--- src/rtl/fpq_pkg.sv ---
package fpq_pkg;
  localparam int STS_W    = 14;
  localparam int B_RX_RDY = 0;
  localparam int B_RX_EMP = 1;
  localparam int B_RX_FUL = 2;
  localparam int B_TX_REQ = 4;
  localparam int B_TX_EMP = 5;
  localparam int B_TX_FUL = 6;
  localparam int B_RX_OVF = 8;
  localparam int B_RX_UDR = 9;
  localparam int B_TX_OVF = 10;
  localparam int B_TX_UDR = 11;
  localparam int B_DONE   = 12;
  localparam int B_CSOFF  = 13;
  // flags recomputed from queue levels every cycle
  localparam logic [STS_W-1:0] LEVEL_MASK = 14'h0077;

  typedef enum logic [1:0] {
    SEL_CTRL = 2'd0,
    SEL_MASK = 2'd1,
    SEL_STAT = 2'd2,
    SEL_NONE = 2'd3
  } reg_sel_e;
endpackage

--- src/rtl/fpq_fifo.sv ---
module fpq_fifo #(
  parameter int DEPTH = 64,
  parameter int DW    = 8,
  localparam int AW   = $clog2(DEPTH),
  localparam int CW   = $clog2(DEPTH + 1)
) (
  input  logic          clk,
  input  logic          rst_n,
  input  logic          flush,
  input  logic          push,
  input  logic [DW-1:0] push_data,
  input  logic          pop,
  output logic [DW-1:0] pop_data,
  output logic [CW-1:0] count,
  output logic          over,
  output logic          under
);
  logic [DW-1:0] mem [DEPTH];
  logic [AW-1:0] wp_q, wp_n, rp_q, rp_n;
  logic [CW-1:0] cnt_q, cnt_n;
  logic          push_ok, pop_ok;

  function automatic logic [AW-1:0] bump(input logic [AW-1:0] p);
    return (p == AW'(DEPTH - 1)) ? '0 : p + 1'b1;
  endfunction

  assign push_ok = push && (cnt_q != CW'(DEPTH));
  assign pop_ok  = pop && (cnt_q != '0);
  assign over    = push && !push_ok;
  assign under   = pop && !pop_ok;

  always_comb begin
    wp_n  = wp_q;
    rp_n  = rp_q;
    cnt_n = cnt_q;
    if (flush) begin
      wp_n  = '0;
      rp_n  = '0;
      cnt_n = '0;
    end else begin
      if (push_ok) wp_n = bump(wp_q);
      if (pop_ok)  rp_n = bump(rp_q);
      cnt_n = cnt_q + CW'(push_ok) - CW'(pop_ok);
    end
  end

  always_ff @(posedge clk or negedge rst_n) begin
    if (!rst_n) begin
      wp_q  <= '0;
      rp_q  <= '0;
      cnt_q <= '0;
    end else begin
      wp_q  <= wp_n;
      rp_q  <= rp_n;
      cnt_q <= cnt_n;
    end
  end

  always_ff @(posedge clk) begin
    if (push_ok && !flush) mem[wp_q] <= push_data;
  end

  assign pop_data = mem[rp_q];
  assign count    = cnt_q;
endmodule

--- src/rtl/fpq_ctrl.sv ---
module fpq_ctrl (
  input  logic        clk,
  input  logic        rst_n,
  input  logic        we,
  input  logic [31:0] wdata,
  output logic [7:0]  tx_trig,
  output logic [7:0]  rx_trig,
  output logic        tx_flush,
  output logic        rx_flush,
  output logic [31:0] ctl_word
);
  logic [7:0] tx_trig_q, tx_trig_n, rx_trig_q, rx_trig_n;
  logic       tx_pend_q, tx_pend_n, rx_pend_q, rx_pend_n;

  always_comb begin
    tx_trig_n = tx_trig_q;
    rx_trig_n = rx_trig_q;
    tx_pend_n = 1'b0;
    rx_pend_n = 1'b0;
    if (we) begin
      tx_trig_n = wdata[23:16];
      rx_trig_n = wdata[7:0];
      tx_pend_n = wdata[31];
      rx_pend_n = wdata[15];
    end
  end

  always_ff @(posedge clk or negedge rst_n) begin
    if (!rst_n) begin
      tx_trig_q <= '0;
      rx_trig_q <= '0;
      tx_pend_q <= 1'b0;
      rx_pend_q <= 1'b0;
    end else begin
      tx_trig_q <= tx_trig_n;
      rx_trig_q <= rx_trig_n;
      tx_pend_q <= tx_pend_n;
      rx_pend_q <= rx_pend_n;
    end
  end

  assign tx_trig  = tx_trig_q;
  assign rx_trig  = rx_trig_q;
  assign tx_flush = tx_pend_q;
  assign rx_flush = rx_pend_q;
  assign ctl_word = {tx_pend_q, 7'd0, tx_trig_q, rx_pend_q, 7'd0, rx_trig_q};
endmodule

--- src/rtl/fpq_irq.sv ---
module fpq_irq
  import fpq_pkg::*;
(
  input  logic             clk,
  input  logic             rst_n,
  input  logic [STS_W-1:0] set_vec,
  input  logic             clr_we,
  input  logic             en_we,
  input  logic [STS_W-1:0] wdata,
  output logic [STS_W-1:0] sts,
  output logic [STS_W-1:0] ena,
  output logic             irq
);
  logic [STS_W-1:0] sts_q, sts_n, ena_q, ena_n, clr;

  assign clr = clr_we ? wdata : '0;

  always_comb begin
    // a clear beats a level condition for one cycle; event flags win over a clear
    sts_n = (sts_q & ~clr) | (set_vec & ~(clr & LEVEL_MASK));
    ena_n = en_we ? wdata : ena_q;
  end

  always_ff @(posedge clk or negedge rst_n) begin
    if (!rst_n) begin
      sts_q <= '0;
      ena_q <= '0;
    end else begin
      sts_q <= sts_n;
      ena_q <= ena_n;
    end
  end

  assign sts = sts_q;
  assign ena = ena_q;
  assign irq = |(sts_q & ena_q);
endmodule

--- src/rtl/fifo_pair_irq.sv ---
module fifo_pair_irq
  import fpq_pkg::*;
#(
  parameter int DEPTH = 64,
  localparam int CW   = $clog2(DEPTH + 1)
) (
  input  logic        clk,
  input  logic        rst_n,
  input  logic        cfg_we,
  input  logic [1:0]  cfg_sel,
  input  logic [31:0] cfg_wdata,
  output logic [31:0] ctl_rd,
  output logic [31:0] lvl_rd,
  output logic [31:0] sts_rd,
  output logic [31:0] mask_rd,
  input  logic        host_tx_wr,
  input  logic [7:0]  host_tx_data,
  input  logic        host_rx_rd,
  output logic [7:0]  host_rx_data,
  input  logic        eng_tx_pop,
  output logic [7:0]  eng_tx_data,
  input  logic        eng_rx_push,
  input  logic [7:0]  eng_rx_data,
  input  logic        xfer_done,
  input  logic        cs_release,
  output logic        irq
);
  reg_sel_e         sel;
  logic [7:0]       tx_trig, rx_trig;
  logic             tx_flush, rx_flush;
  logic [CW-1:0]    tx_cnt, rx_cnt;
  logic             tx_over, tx_under, rx_over, rx_under;
  logic [STS_W-1:0] set_vec, sts, ena;

  assign sel = reg_sel_e'(cfg_sel);

  fpq_ctrl u_ctrl (
    .clk      (clk),
    .rst_n    (rst_n),
    .we       (cfg_we && sel == SEL_CTRL),
    .wdata    (cfg_wdata),
    .tx_trig  (tx_trig),
    .rx_trig  (rx_trig),
    .tx_flush (tx_flush),
    .rx_flush (rx_flush),
    .ctl_word (ctl_rd)
  );

  fpq_fifo #(.DEPTH(DEPTH), .DW(8)) u_txq (
    .clk       (clk),
    .rst_n     (rst_n),
    .flush     (tx_flush),
    .push      (host_tx_wr),
    .push_data (host_tx_data),
    .pop       (eng_tx_pop),
    .pop_data  (eng_tx_data),
    .count     (tx_cnt),
    .over      (tx_over),
    .under     (tx_under)
  );

  fpq_fifo #(.DEPTH(DEPTH), .DW(8)) u_rxq (
    .clk       (clk),
    .rst_n     (rst_n),
    .flush     (rx_flush),
    .push      (eng_rx_push),
    .push_data (eng_rx_data),
    .pop       (host_rx_rd),
    .pop_data  (host_rx_data),
    .count     (rx_cnt),
    .over      (rx_over),
    .under     (rx_under)
  );

  always_comb begin
    set_vec           = '0;
    set_vec[B_RX_RDY] = 8'(rx_cnt) >= rx_trig;
    set_vec[B_RX_EMP] = rx_cnt == '0;
    set_vec[B_RX_FUL] = rx_cnt == CW'(DEPTH);
    set_vec[B_TX_REQ] = 8'(tx_cnt) <= tx_trig;
    set_vec[B_TX_EMP] = tx_cnt == '0;
    set_vec[B_TX_FUL] = tx_cnt == CW'(DEPTH);
    set_vec[B_RX_OVF] = rx_over;
    set_vec[B_RX_UDR] = rx_under;
    set_vec[B_TX_OVF] = tx_over;
    set_vec[B_TX_UDR] = tx_under;
    set_vec[B_DONE]   = xfer_done;
    set_vec[B_CSOFF]  = cs_release;
  end

  fpq_irq u_irq (
    .clk     (clk),
    .rst_n   (rst_n),
    .set_vec (set_vec),
    .clr_we  (cfg_we && sel == SEL_STAT),
    .en_we   (cfg_we && sel == SEL_MASK),
    .wdata   (cfg_wdata[STS_W-1:0]),
    .sts     (sts),
    .ena     (ena),
    .irq     (irq)
  );

  assign lvl_rd  = {8'd0, 8'(tx_cnt), 8'd0, 8'(rx_cnt)};
  assign sts_rd  = {{(32-STS_W){1'b0}}, sts};
  assign mask_rd = {{(32-STS_W){1'b0}}, ena};
endmodule

--- config.mk ---
export PLATFORM = sky130hd
export DESIGN_NAME = fifo_pair_irq
export DESIGN_NICKNAME = d
export VERILOG_FILES = /design/src/rtl/fpq_pkg.sv /design/src/rtl/fpq_fifo.sv /design/src/rtl/fpq_ctrl.sv /design/src/rtl/fpq_irq.sv /design/src/rtl/fifo_pair_irq.sv
export SDC_FILE = /design/constraint.sdc
export NUM_CORES = 1
export LEC_CHECK = 0
export ABC_AREA = 0
export BUFFER_PORTS_ARGS = -buffer_cell sky130_fd_sc_hd__clkbuf_2
export CORE_MARGIN = 5
export CORE_UTILIZATION = 30
export CTS_CLUSTER_SIZE = 8
export DETAILED_ROUTE_END_ITERATION = 8
export GPL_TIMING_DRIVEN = 0
export MAX_ROUTING_LAYER = met4
export SLEW_MARGIN = 5
export SYNTH_ARGS = -nofsm -noshare
export SYNTH_HDL_FRONTEND = slang
export SYNTH_SLANG_ARGS = --single-unit
export TNS_END_PERCENT = 5
--- constraint.sdc ---
create_clock -name clk -period 8.4 [get_ports clk]
set_input_delay 1.68 -clock clk [delete_from_list [all_inputs] [get_ports clk]]
set_output_delay 1.68 -clock clk [all_outputs]
set_load 0.02 [all_outputs]
# --- Word level (Yosys, flattened, before mapping) ---
# Memories as Yosys holds them, arrays and structs flattened.
# Index checks and enable logic that the tools add are counted.
word_totals:
  ff_bits: 84
  ram_bits: 1024
  inputBits: 59
  elab_cells: 90
  memories: 2
memory_table:
  columns: ["name", "depth", "word_bits", "rd", "rd_clocked_by_memory_dff", "write_ports", "line_no", "rtl"]
  rows:
  - ["u_rxq.mem", 64, 8, 1, 0, 1, "fpq_fifo.sv:18", "logic [DW-1:0] mem [DEPTH];"]
  - ["u_txq.mem", 64, 8, 1, 0, 1, "fpq_fifo.sv:18", null]
op_classes:
  addsub: 8
  magnitude_cmp: 2
  eq_ne: 10
  n_mux: 21
  n_bitwise: 6
  reduce_logical: 29
op_table:
  columns: ["operator", "count"]
  rows:
  - ["$mux W6", 12]
  - ["$and A14 B14 Y14", 3]
  - ["$add A6 B1 Y6 const B", 4]
  - ["$eq A6 B6 Y1 const B", 4]
  - ["$add A7 B1 Y7", 2]
  - ["$eq A7 B7 Y1 const B", 2]
  - ["$logic_not A7 Y1", 2]
  - ["$mux W14", 1]
  - ["$mux W7", 2]
  - ["$ne A7 B7 Y1 const B", 2]
  - ["$not A14 Y14", 1]
  - ["$not A7 Y14", 1]
  - ["$or A14 B14 Y14", 1]
  - ["$reduce_bool A7 Y1", 2]
  - ["$reduce_or A14 Y1", 1]
  - ["$sub A7 B1 Y7", 2]
  - ["$logic_and A1 B1 Y1", 13]
  - ["$ge A7 B8 Y1", 1]
  - ["$le A7 B8 Y1", 1]
  - ["$reduce_bool A2 Y1", 4]
  - ["$logic_not A1 Y1", 6]
  - ["$mux W1", 6]
  - ["$eq A2 B1 Y1 const B", 1]
  - ["$eq A2 B2 Y1 const B", 1]
  - ["$logic_not A2 Y1", 1]

# --- Logic depth before layout (Yosys ltp) ---
# Gate-level depths: netlist of the first run.
depth:
  word_depth: 6
  depth_mapped: 17
  mapped_depth_nobuf: 17

# --- Hierarchy ---
# From an unflattened synthesis of the first run, not the netlist that was laid out.
unflattened:
  cells_unflattened: 2412
  area_unflattened_um2: 44943.1
modules_own_cells:
  columns: ["module", "n_inst", "cells_each", "area_each_um2"]
  rows:
  - ["fpq_fifo at u_txq", 1, 1072, 21030.2]
  - ["fpq_fifo at u_rxq", 1, 1072, 21020.2]
  - ["fpq_irq", 1, 81, 1093.5]
  - ["fpq_ctrl", 1, 71, 950.9]
  - ["fifo_pair_irq", 1, 116, 848.3]

# --- Least setup slack after synthesis of the first run ---
# Ideal clock, no wire load.
synth_path:
  path_kind: "reg2out"
  start: "reg u_rxq.rp_q[0]"
  end: "out host_rx_data[0]"
  arrival_ns: 2.256
  slack_ns: 4.464
  path_stages_with_launch: 8
  n_path_buf: 3
  path_cell_list: "dfrtp_1 -> buf_4 -> buf_6 -> buf_2 -> mux4_2 -> mux4_2 -> a22oi_1 -> nand2_1"
synth_via:
  elab_chain_len: 1
synth_rtl:
  columns: ["item", "line_no", "rtl"]
  rows:
  - ["start: declaration", "fpq_fifo.sv:19", "logic [AW-1:0] wp_q, wp_n, rp_q, rp_n;"]
  - ["start signal: assignment", "fpq_fifo.sv:54", "rp_q <= rp_n;"]
  - ["$mem_v2 Z64 W8", null, null]
  - ["end: declaration", "fifo_pair_irq.sv:19", "output logic [7:0] host_rx_data,"]
# Every way passes these cells.

# --- Worst setup path after layout of the first run ---
layout_path:
  start: "reg u_rxq.rp_q[1]"
  end: "out host_rx_data[4]"
# Same word-level chain as after synthesis.

==> parameters.txt, run 1 <==
Parameter                              Value

Final layout
  Final net count ... ~2800
  Area growth syn-to-layout ... 18.51%
  Ratio of cells with drive above 1 in the final layout ... 27.44%
  Finished Core Util ... between 30% and 40%
  Highest-count cells in the layout ignoring fill and taps ... edfxtp_1 (1024), mux4_2 (257), clkbuf_16 (157), nor2_1 (144), clkbuf_1 (121)
  Most frequent standard cell in the layout excluding fill and tap cells ... edfxtp_1
  Number of fill cells in the layout ... between 10000 and 15000

STA
  Transition time of the tightest slew-check pin ... roughly 1.3 ns
  Setup TNS ... 0 ns
  Setup repair after global routing missed its margin ... no
  Hold violation count in the final report ... 0
  Ratio of final minimum period to clock period ... 73.79%
  Fmax achieved ... roughly 160 MHz
  Setup clock skew after layout ... around 0.036 ns
  Fin crit period ... around 6.2 ns
  Setup-violating endpoint count in the final report ... 0
  Pins Over Slew Limit ... 0
  Max-slew headroom at the worst pin ... a little over an eighth

Synth
  Most instantiated flip-flop cell in the synthesis netlist ... edfxtp_1
  Largest area contributor in the netlist ... edfxtp_1
  Post-synthesis cell area ... approximately 45000 um^2
  Biggest area contributors in the synthesized netlist ... edfxtp_1 (69%), mux4_2 (13%), dfrtp_1 (4.7%)
  Number of synthesis warnings ... 0
  Total of flip-flops plus latches after synthesis ... 1108
  Number of flops mapped to enable cells by yosys ... approximately 1000
  Share of Yosys cell area claimed by the top area cell type ... 68.66%
  Sequential cell area fraction in the yosys report ... 73.35%
  Number of unique standard cell types used by synthesis ... 57
  Mapped Cells ... ~2300
  Share of synthesized registers carrying an async set or reset ... under 10%
  Average cell area after synthesis ... 19.20 um^2

Worst hold path
  Startpoint of the tightest hold check path ... u_irq.sts[13]$_DFF_PN0_
  Worst Hold Depth ... 1
  Endpoint of the worst hold path ... u_irq.sts[13]$_DFF_PN0_
  Type of the tightest min-delay check ... reg2reg

Place
  Count of input and output buffers ... approximately 130
  DP Wirelength ... between 70 and 80 mm
  Routability congestion estimate ... 0.8752

Setup path
  Top Family by Delay on Critical Path ... buffers and inverters
  Worst path required time ... roughly 6.7 ns
  Endpoint of the worst register-to-register path ... u_txq.count[6]$_DFF_PN0_
  CP peak stage delay ... 0.76 ns
  Crit path capture type ... output pin
  Worst Setup Path Type ... reg2out
  Buffers & Inverters on Critical Path ... 4
  Minimum setup slack among reg-to-reg paths ... ~3.8 ns
  Largest fanout on the critical path ... 10
  Startpoint of the most critical register-to-register path ... u_txq.count[2]$_DFF_PN0_
  CP Cell Sequence ... clkbuf_1 -> buf_2 -> clkbuf_1 -> nand2_1 -> o221ai_1 -> a21oi_1 -> nor3_1 -> nor3_1 -> nor2_1 -> clkbuf_2
  Slowest library cell on the worst path ... clkbuf_1
  Startpoint kind of the worst setup timing path ... flop
  Count of cells along the worst register-to-register path ... 17
  Data arrival time at the worst-slack endpoint ... between 4 and 5 ns

CTS
  CTS tree ... yes
  CTS max path bufs ... 3
  Clk Latency, worst-skew pair ... about 0.8 ns
  Number of hold-repair buffers added at the cts stage ... 0
  TritonCTS sink count ... 1108
  Clock tree root driver cell ... clkbuf_16
  CTS H-tree depth ... 4
  Post CTS Setup Buffer Count ... 0
  Clock-pin slew on the worst setup and hold paths ... roughly 0.050 ns
  Num CTS Buffers ... 157
  Number of cells upsized or downsized after cts ... 0

Status
  Outcome ... finished clean

Power and ir drop
  Gate power share ... 26.9%
  Largest vdd supply drop ... around 0.23 mV
  Static Leakage ... about 18 nW
  Net switching fraction of the power ... between 30% and 40%
  Power density relative to cell area ... around 320 nW/um^2
  Clock network fraction of design power ... 34.5%
  Overall Power ... between 15 and 20 mW
  Sequential cell fraction of total power ... 38.5%
  Internal cell power ... between 10 and 15 mW
  NetSw ... around 5.3 mW

Route
  Met1 WL ... about 50 mm
  Number of design rule violations left after detail routing ... 0
  Violation count after the first detailed-route iteration ... approximately 2700
  Overall routed net length ... between 100 and 150 mm
  Top layer in use ... met4
  First-pass iteration count of the detailed router ... 5
  Drt wl/cell ... 25.00 um
  DR WL met3 ... 8.941 mm
  Detailed-routed wire length on met2 ... ~56 mm
  Routed vias ... 23700
  Average via count per standard cell ... between 5 and 6
  Residual antenna-violating net count after detailed routing ... 0

Floorplanning
  Die Area ... 157100 um^2
  Number of primary I/O pins ... ~200
  Effective utilization at floorplan ... a little under a third
  Number of standard-cell rows in the floorplan ... 141
  Die Span Y ... a little under 400 um
  Core region area ... about 150000 um^2
  Die boundary width ... between 300 and 400 um

Global routing
  Antenna violations before repair ... 3
  Global-route wire length before repair ... roughly 170 mm
  Pin count of the biggest net entering global routing ... 85
  Global routing usage summed across all routing layers ... about 15%
  Via count of the first global-routing pass ... around 24000
  Residual overflow from global routing ... 0

Run
  Max-cap check violation count ... 0
[flip-flops by register name, indices dropped and copies added, names as in the netlist]
name,flops
u_irq.ena,14
u_txq.count,7
u_rxq.mem,512
u_txq.wp_q,6
u_rxq.rp_q,6
u_irq.sts,14
u_ctrl.tx_flush,1
u_ctrl.tx_trig,8
u_txq.rp_q,6
u_rxq.wp_q,6
u_rxq.count,7
u_ctrl.rx_flush,1
u_ctrl.rx_trig,8
u_txq.mem,512
[worst reg2reg max path, delay by kind of cell, from the launching register on]
family                   cells  cell delay [ns]
adder cells (fa/ha/maj)      4             1.07
AND/OR/NAND/NOR              5             1.83
flip-flops                   1             0.43
AO/OA/AOI/OAI                4             0.58
buffers and inverters        4             0.51
[final cells by class]
class                   instances  area [um^2]  share of cell area [%]
clock inverters                15        311.5                  0.5870
flip-flops and latches       1108        32850                   61.89
clock buffers                 221         4169                   7.855
plain buffers                 198         1184                   2.230
multi-input cells            1049        10990                   20.71
inverters                      45        168.9                  0.3182
well taps                    1930         2415                   4.550
diodes                          2        5.005                0.009429
repair buffers                156        982.2                   1.850
[per-stage QoR]
| stage | cells | hold slack [ns] | instance area (um^2) | setup WS [ns] |
|---|---|---|---|---|
| 2_1_floorplan | 2400 | 0.5869 | 45040 | 4.464 |
| 3_3_place_gp | 4457 | 0.4965 | 48090 | 3.071 |
| 3_5_place_dp | 4479 | 0.5027 | 48440 | 3.056 |
| 4_1_cts | 4715 | 0.5145 | 52920 | 2.224 |
| 5_1_grt | 4722 | 0.5440 | 53070 | 2.107 |
| 6_report | 4724 | 0.5134 | 53080 | 2.201 |
[power by group through the flow]
stage               combinational, mW  clock, mW  sequential, mW
finish                           4.51       5.78            6.45
global route                     4.77       6.15            6.47
CTS                              4.51       5.89            6.46
detailed placement               4.50          0            6.56
global placement                 4.45          0            6.55
floorplan                        2.75          0            6.57
[per-layer routing]
layer  GRT usage [%]  vias to the layer above
li1                -                    10060
met1           20.36                    12410
met2           23.63                     1043
met3           3.295                      188
met4           4.125                        0
met5               -                        -
[synthesized netlist by cell type (all sizes together), types with 3 or more instances]
cell and instances:
nor2b 25, nand2b 11, xor2 10, a22o 6, a221oi 13, nor2 144
dfrtp 84, buf 141, a211oi 11, xnor2 5, nand3b 11, ha 36
nand4 6, or3b 4, nand2 63, clkbuf 57, edfxtp 1024, a21o 5
o221ai 10, inv 45, mux2 21, o32ai 3, a221o 9, o31ai 4
nor3b 3, mux4 260, or3 6, o32a 3, nor3 50, and2 4
o21bai 3, a21oi 50, o21ai 54, mux2i 77, a22oi 15, o22ai 21
nand3 15, a31oi 4
[worst max-delay path by stage]
stage | from | to | cells after the start
after floorplan | u_rxq.rp_q[0]$_DFFE_PN0P_ | host_rx_data[0] | 7
after global placement | u_rxq.rp_q[1]$_DFFE_PN0P_ | host_rx_data[1] | 10
after detailed placement | u_rxq.rp_q[1]$_DFFE_PN0P_ | host_rx_data[1] | 10
after CTS | u_rxq.rp_q[1]$_DFFE_PN0P_ | host_rx_data[1] | 10
after global routing | u_rxq.rp_q[1]$_DFFE_PN0P_ | host_rx_data[1] | 10
final | u_rxq.rp_q[1]$_DFFE_PN0P_ | host_rx_data[4] | 10
[kinds of logic (layout without fill, tap and decap cells)]
| family | after synthesis | in the layout | synth area share, % |
|---|---|---|---|
| flops | 1108 | 1108 | 73.35 |
| mux | 358 | 358 | 15.35 |
| simple gates | 347 | 347 | 3.593 |
| buf+inv | 243 | 635 | 3.020 |
| compound gates | 223 | 223 | 3.291 |
| fa+ha+maj | 38 | 38 | 1.095 |
| xor+xnor | 15 | 15 | 0.2933 |
| other cells | 1 | 70 | 0.008373 |
(Power assumes the default switching activity.)
==> run 2: changes to the inputs <==
--- a/config.mk
+++ b/config.mk
@@ -5,7 +5,7 @@
 export SDC_FILE = /design/constraint.sdc
 export NUM_CORES = 1
 export LEC_CHECK = 0
-export ABC_AREA = 0
+export ABC_AREA = 1
 export BUFFER_PORTS_ARGS = -buffer_cell sky130_fd_sc_hd__clkbuf_2
 export CORE_MARGIN = 5
 export CORE_UTILIZATION = 30
==> constraint.sdc (replaced) <==
create_clock -name clk -period 5.13 [get_ports clk]
set_input_delay 1.026 -clock clk [delete_from_list [all_inputs] [get_ports clk]]
set_output_delay 1.026 -clock clk [all_outputs]
set_load 0.02 [all_outputs]
==> run 2 against run 1 <==
Count of clock-buffer cells in the layout increased by 3. First-iteration DRC count up 56%. Combinational power increased by 100%. Global-route usage grew 3.6 points. Critical endpoint is now eng_tx_data[3]. Largest power group unchanged. Critical path depth up 1. Routed wire length increased by 33%. Design area increased by 6.1%. Sequential share of layout area decreased by 3.6 points.
==> parameters.txt, run 2 <==
Parameter                              Value

Synth
  Share of Yosys cell area claimed by the top area cell type ... 64.11% (-4.5 points)
  Top cell types by occurrence after synthesis ... nand2_1 (1589), edfxtp_1 (1024), nand3_1 (610)
  Average cell area after synthesis ... 10.51 um^2 (-45%)
  Mapped Cells ... 4565 (+96%)
  Share of synthesized registers carrying an async set or reset ... 7.581% (unchanged)
  Sequential cell area fraction in the yosys report ... 68.49% (-4.9 points)
  Number of unique standard cell types used by synthesis ... 40 (-30%)
  Total of flip-flops plus latches after synthesis ... 1108 (unchanged)
  Biggest area contributors in the synthesized netlist ... edfxtp_1 (64%), nand2_1 (12%), nand3_1 (6.4%)
  Most common cell in the netlist ... nand2_1
  Most instantiated flip-flop cell in the synthesis netlist ... edfxtp_1
  Number of flops mapped to enable cells by yosys ... 1024 (unchanged)
  Post-synthesis cell area ... 47960 um^2 (+7.1%)
  Largest area contributor in the netlist ... edfxtp_1
  Number of synthesis warnings ... 0 (unchanged)

STA
  Final setup margin ... 0.5447 ns (-1.657 ns)
  Worst Hold Slack ... 0.08226 ns (-0.4311 ns)
  Hold violation count in the final report ... 0 (unchanged)
  Setup-violating endpoint count in the final report ... 0 (unchanged)
  Fmax achieved ... ~220 MHz
  Setup TNS ... 0 ns (unchanged)
  Setup clock skew after layout ... 0.02988 ns (-0.006022 ns)
  Setup repair after global routing missed its margin ... no
  Transition time of the tightest slew-check pin ... 1.326 ns (+0.02253 ns)
  Max-slew headroom at the worst pin ... 11.62% (-1.5 points)
  Ratio of final minimum period to clock period ... approximately nine tenths
  Fin crit period ... about 4.6 ns
  Pins Over Slew Limit ... 0 (unchanged)

Setup path
  Largest fanout on the critical path ... 10 (unchanged)
  Crit path capture type ... output pin
  Startpoint kind of the worst setup timing path ... flop
  Slowest library cell on the worst path ... clkbuf_1
  Worst path required time ... 4.10 ns (-2.62 ns)
  Data arrival time at the worst-slack endpoint ... 3.56 ns (-0.96 ns)
  CP peak stage delay ... 0.74 ns (-0.02 ns)
  CP Cell Sequence ... inv_1 -> buf_2 -> clkbuf_1 -> nand3_1 -> nand3_1 -> nand3_1 -> nand3_1 -> nand2_1 -> nand2_1 -> nand2_1 -> clkbuf_2
  Top Family by Delay on Critical Path ... buffers and inverters
  Buffers & Inverters on Critical Path ... 4 (unchanged)
  Cell seen most often among critical-path stages ... nand3_1
  Worst Setup Path Type ... reg2out

Power and ir drop
  NetSw ... 10.88 mW (+110%)
  Net switching fraction of the power ... 37.15% (+5.6 points)
  Sequential cell fraction of total power ... 35.9% (-2.6 points)
  Static Leakage ... 22.69 nW (+29%)
  Internal cell power ... 18.41 mW (+61%)
  Gate power share ... 31.1% (+4.2 points)
  Largest vdd supply drop ... 0.3368 mV (+49%)
  Power density relative to cell area ... 520.0 nW/um^2 (+65%)
  Clock network fraction of design power ... 32.9% (-1.6 points)

Route
  Average via count per standard cell ... 4.892 (-2.5%)
  Violation count after the first detailed-route iteration ... 4185 (+56%)
  Number of design rule violations left after detail routing ... 0 (unchanged)
  Residual antenna-violating net count after detailed routing ... 0 (unchanged)
  Drt wl/cell ... 22.17 um (-11%)
  Routed vias ... 34640 (+46%)
  Overall routed net length ... 157.0 mm (+33%)
  First-pass iteration count of the detailed router ... 6 (+1)

Place
  DP Wirelength ... 107.7 mm (+39%)
  Count of input and output buffers ... 127 (unchanged)
  Worst slack after detailed placement ... 1.427 ns (-1.629 ns)
  Routability congestion estimate ... 0.9537 (+9.0%)

Global routing
  Global-route wire length before repair ... 225.9 mm (+33%)
  Residual overflow from global routing ... 0 (unchanged)
  Antenna violations before repair ... 4 (+1)
  Via count of the first global-routing pass ... 32730 (+38%)
  Global routing usage summed across all routing layers ... 18.79% (+3.6 points)
  Pin count of the biggest net entering global routing ... 78 (-8.2%)

CTS
  Clk Latency, worst-skew pair ... 0.76 ns (-0.03 ns)
  Number of cells upsized or downsized after cts ... 0 (unchanged)
  Clock tree root driver cell ... clkbuf_16
  TritonCTS sink count ... 1108 (unchanged)
  Post CTS Setup Buffer Count ... 0 (unchanged)
  CTS max path bufs ... 3 (unchanged)
  Clock-pin slew on the worst setup and hold paths ... 0.05 ns (about the same)
  Num CTS Buffers ... 158 (+0.64%)
  CTS H-tree depth ... 4 (unchanged)
  Number of hold-repair buffers added at the cts stage ... 0 (unchanged)
  CTS tree ... yes

Floorplanning
  Die boundary width ... 409.8 um (+3.4%)
  Core region area ... 158700 um^2 (+7.2%)
  Die Span Y ... 409.8 um (+3.4%)
  Effective utilization at floorplan ... 30.21% (-0.044 points)
  Number of primary I/O pins ... 204 (unchanged)
  Die Area ... 168000 um^2 (+6.9%)
  Number of standard-cell rows in the floorplan ... 146 (+3.5%)

Final layout
  Most frequent standard cell in the layout excluding fill and tap cells ... nand2_1
  Regs by FF count ... u_rxq.mem: 512 flops, u_txq.mem: 512 flops
  Ratio of cells with drive above 1 in the final layout ... 10.78% (-17 points)
  Final net count ... 5031 (+79%)
  Highest-count cells in the layout ignoring fill and taps ... nand2_1 (1589), edfxtp_1 (1024), nand3_1 (610), inv_1 (401), nor2_1 (252)
  Area growth syn-to-layout ... 17.43%

Status
  Outcome ... finished clean

Run
  Max-cap check violation count ... 0 (unchanged)

Worst hold path
  Type of the tightest min-delay check ... in2async
run 2: area by class of cell:
class	count	area, um^2
Fill cell	15580	102400
Multi-Input combinational cell	2827	12310
Clock inverter	9	98.84
Clock buffer	224	4372
Timing Repair Buffer	142	1017
Inverter	413	1550
Buffer	284	1521
Sequential cell	1108	32850
Tap cell	2072	2592
Antenna cell	3	7.507
run 2: path summary, 6_finish.rpt:
kind | startpoint | end | slack [ns] | depth (start not counted)
worst max-delay path | u_txq.rp_q[1]$_DFFE_PN0P_ | eng_tx_data[3] | 0.54 | 11
max in group asynchronous | rst_n | u_irq.ena[8]$_DFFE_PN0P_ | 4.31 | 2
worst min-delay path | rst_n | u_irq.sts[7]$_DFF_PN0_ | 0.08 | 1
worst min register to register | u_ctrl.rx_trig[3]$_DFFE_PN0P_ | u_ctrl.rx_trig[3]$_DFFE_PN0P_ | 0.52 | 2
worst max register to register | u_rxq.count[2]$_DFF_PN0_ | u_rxq.mem[54][7]$_DFFE_PP_ | 1.71 | 9
min in group clk | xfer_done | u_irq.sts[12]$_DFF_PN0_ | 0.45 | 3
run 2: layer usage:
metal / up-vias / GRT usage [%] / routed length (um)
met3: 266 / 4.902 / 16970
met2: 1889 / 28.31 / 70010
met5: - / - / 0
li1: 15820 / - / -
met4: 0 / 5.633 / 4446
met1: 16670 / 25.03 / 65570
run 2: metrics by stage:
stage	std cells	power (mW)	util [%]	area, um^2
finish	7082	29.29	35.48	56330
global route	7082	30.45	35.48	56330
CTS	7079	29.21	35.48	56320
detailed placement	6846	19.60	32.66	51850
global placement	6831	19.49	32.41	51440
floorplan	4632	15.71	-	48220
run 2: logic make-up after synthesis:
logic type	Yosys count	synth area share [%]
buf+inv	697	6.399
xor+xnor	5	0.09130
simple gates	2508	21.68
other cells	1	0.007818
mux	2	0.04695
flops	1108	68.49
fa+ha+maj	38	1.023
compound gates	206	2.262
run 2: power groups by stage:
stage / clock network, mW / logic (mW) / registers [mW]
3_3_place_gp: 0 / 8.80 / 10.7
6_report: 9.65 / 9.11 / 10.5
2_1_floorplan: 0 / 4.97 / 10.7
4_1_cts: 9.74 / 8.95 / 10.5
3_5_place_dp: 0 / 8.91 / 10.7
5_1_grt: 10.2 / 9.73 / 10.6
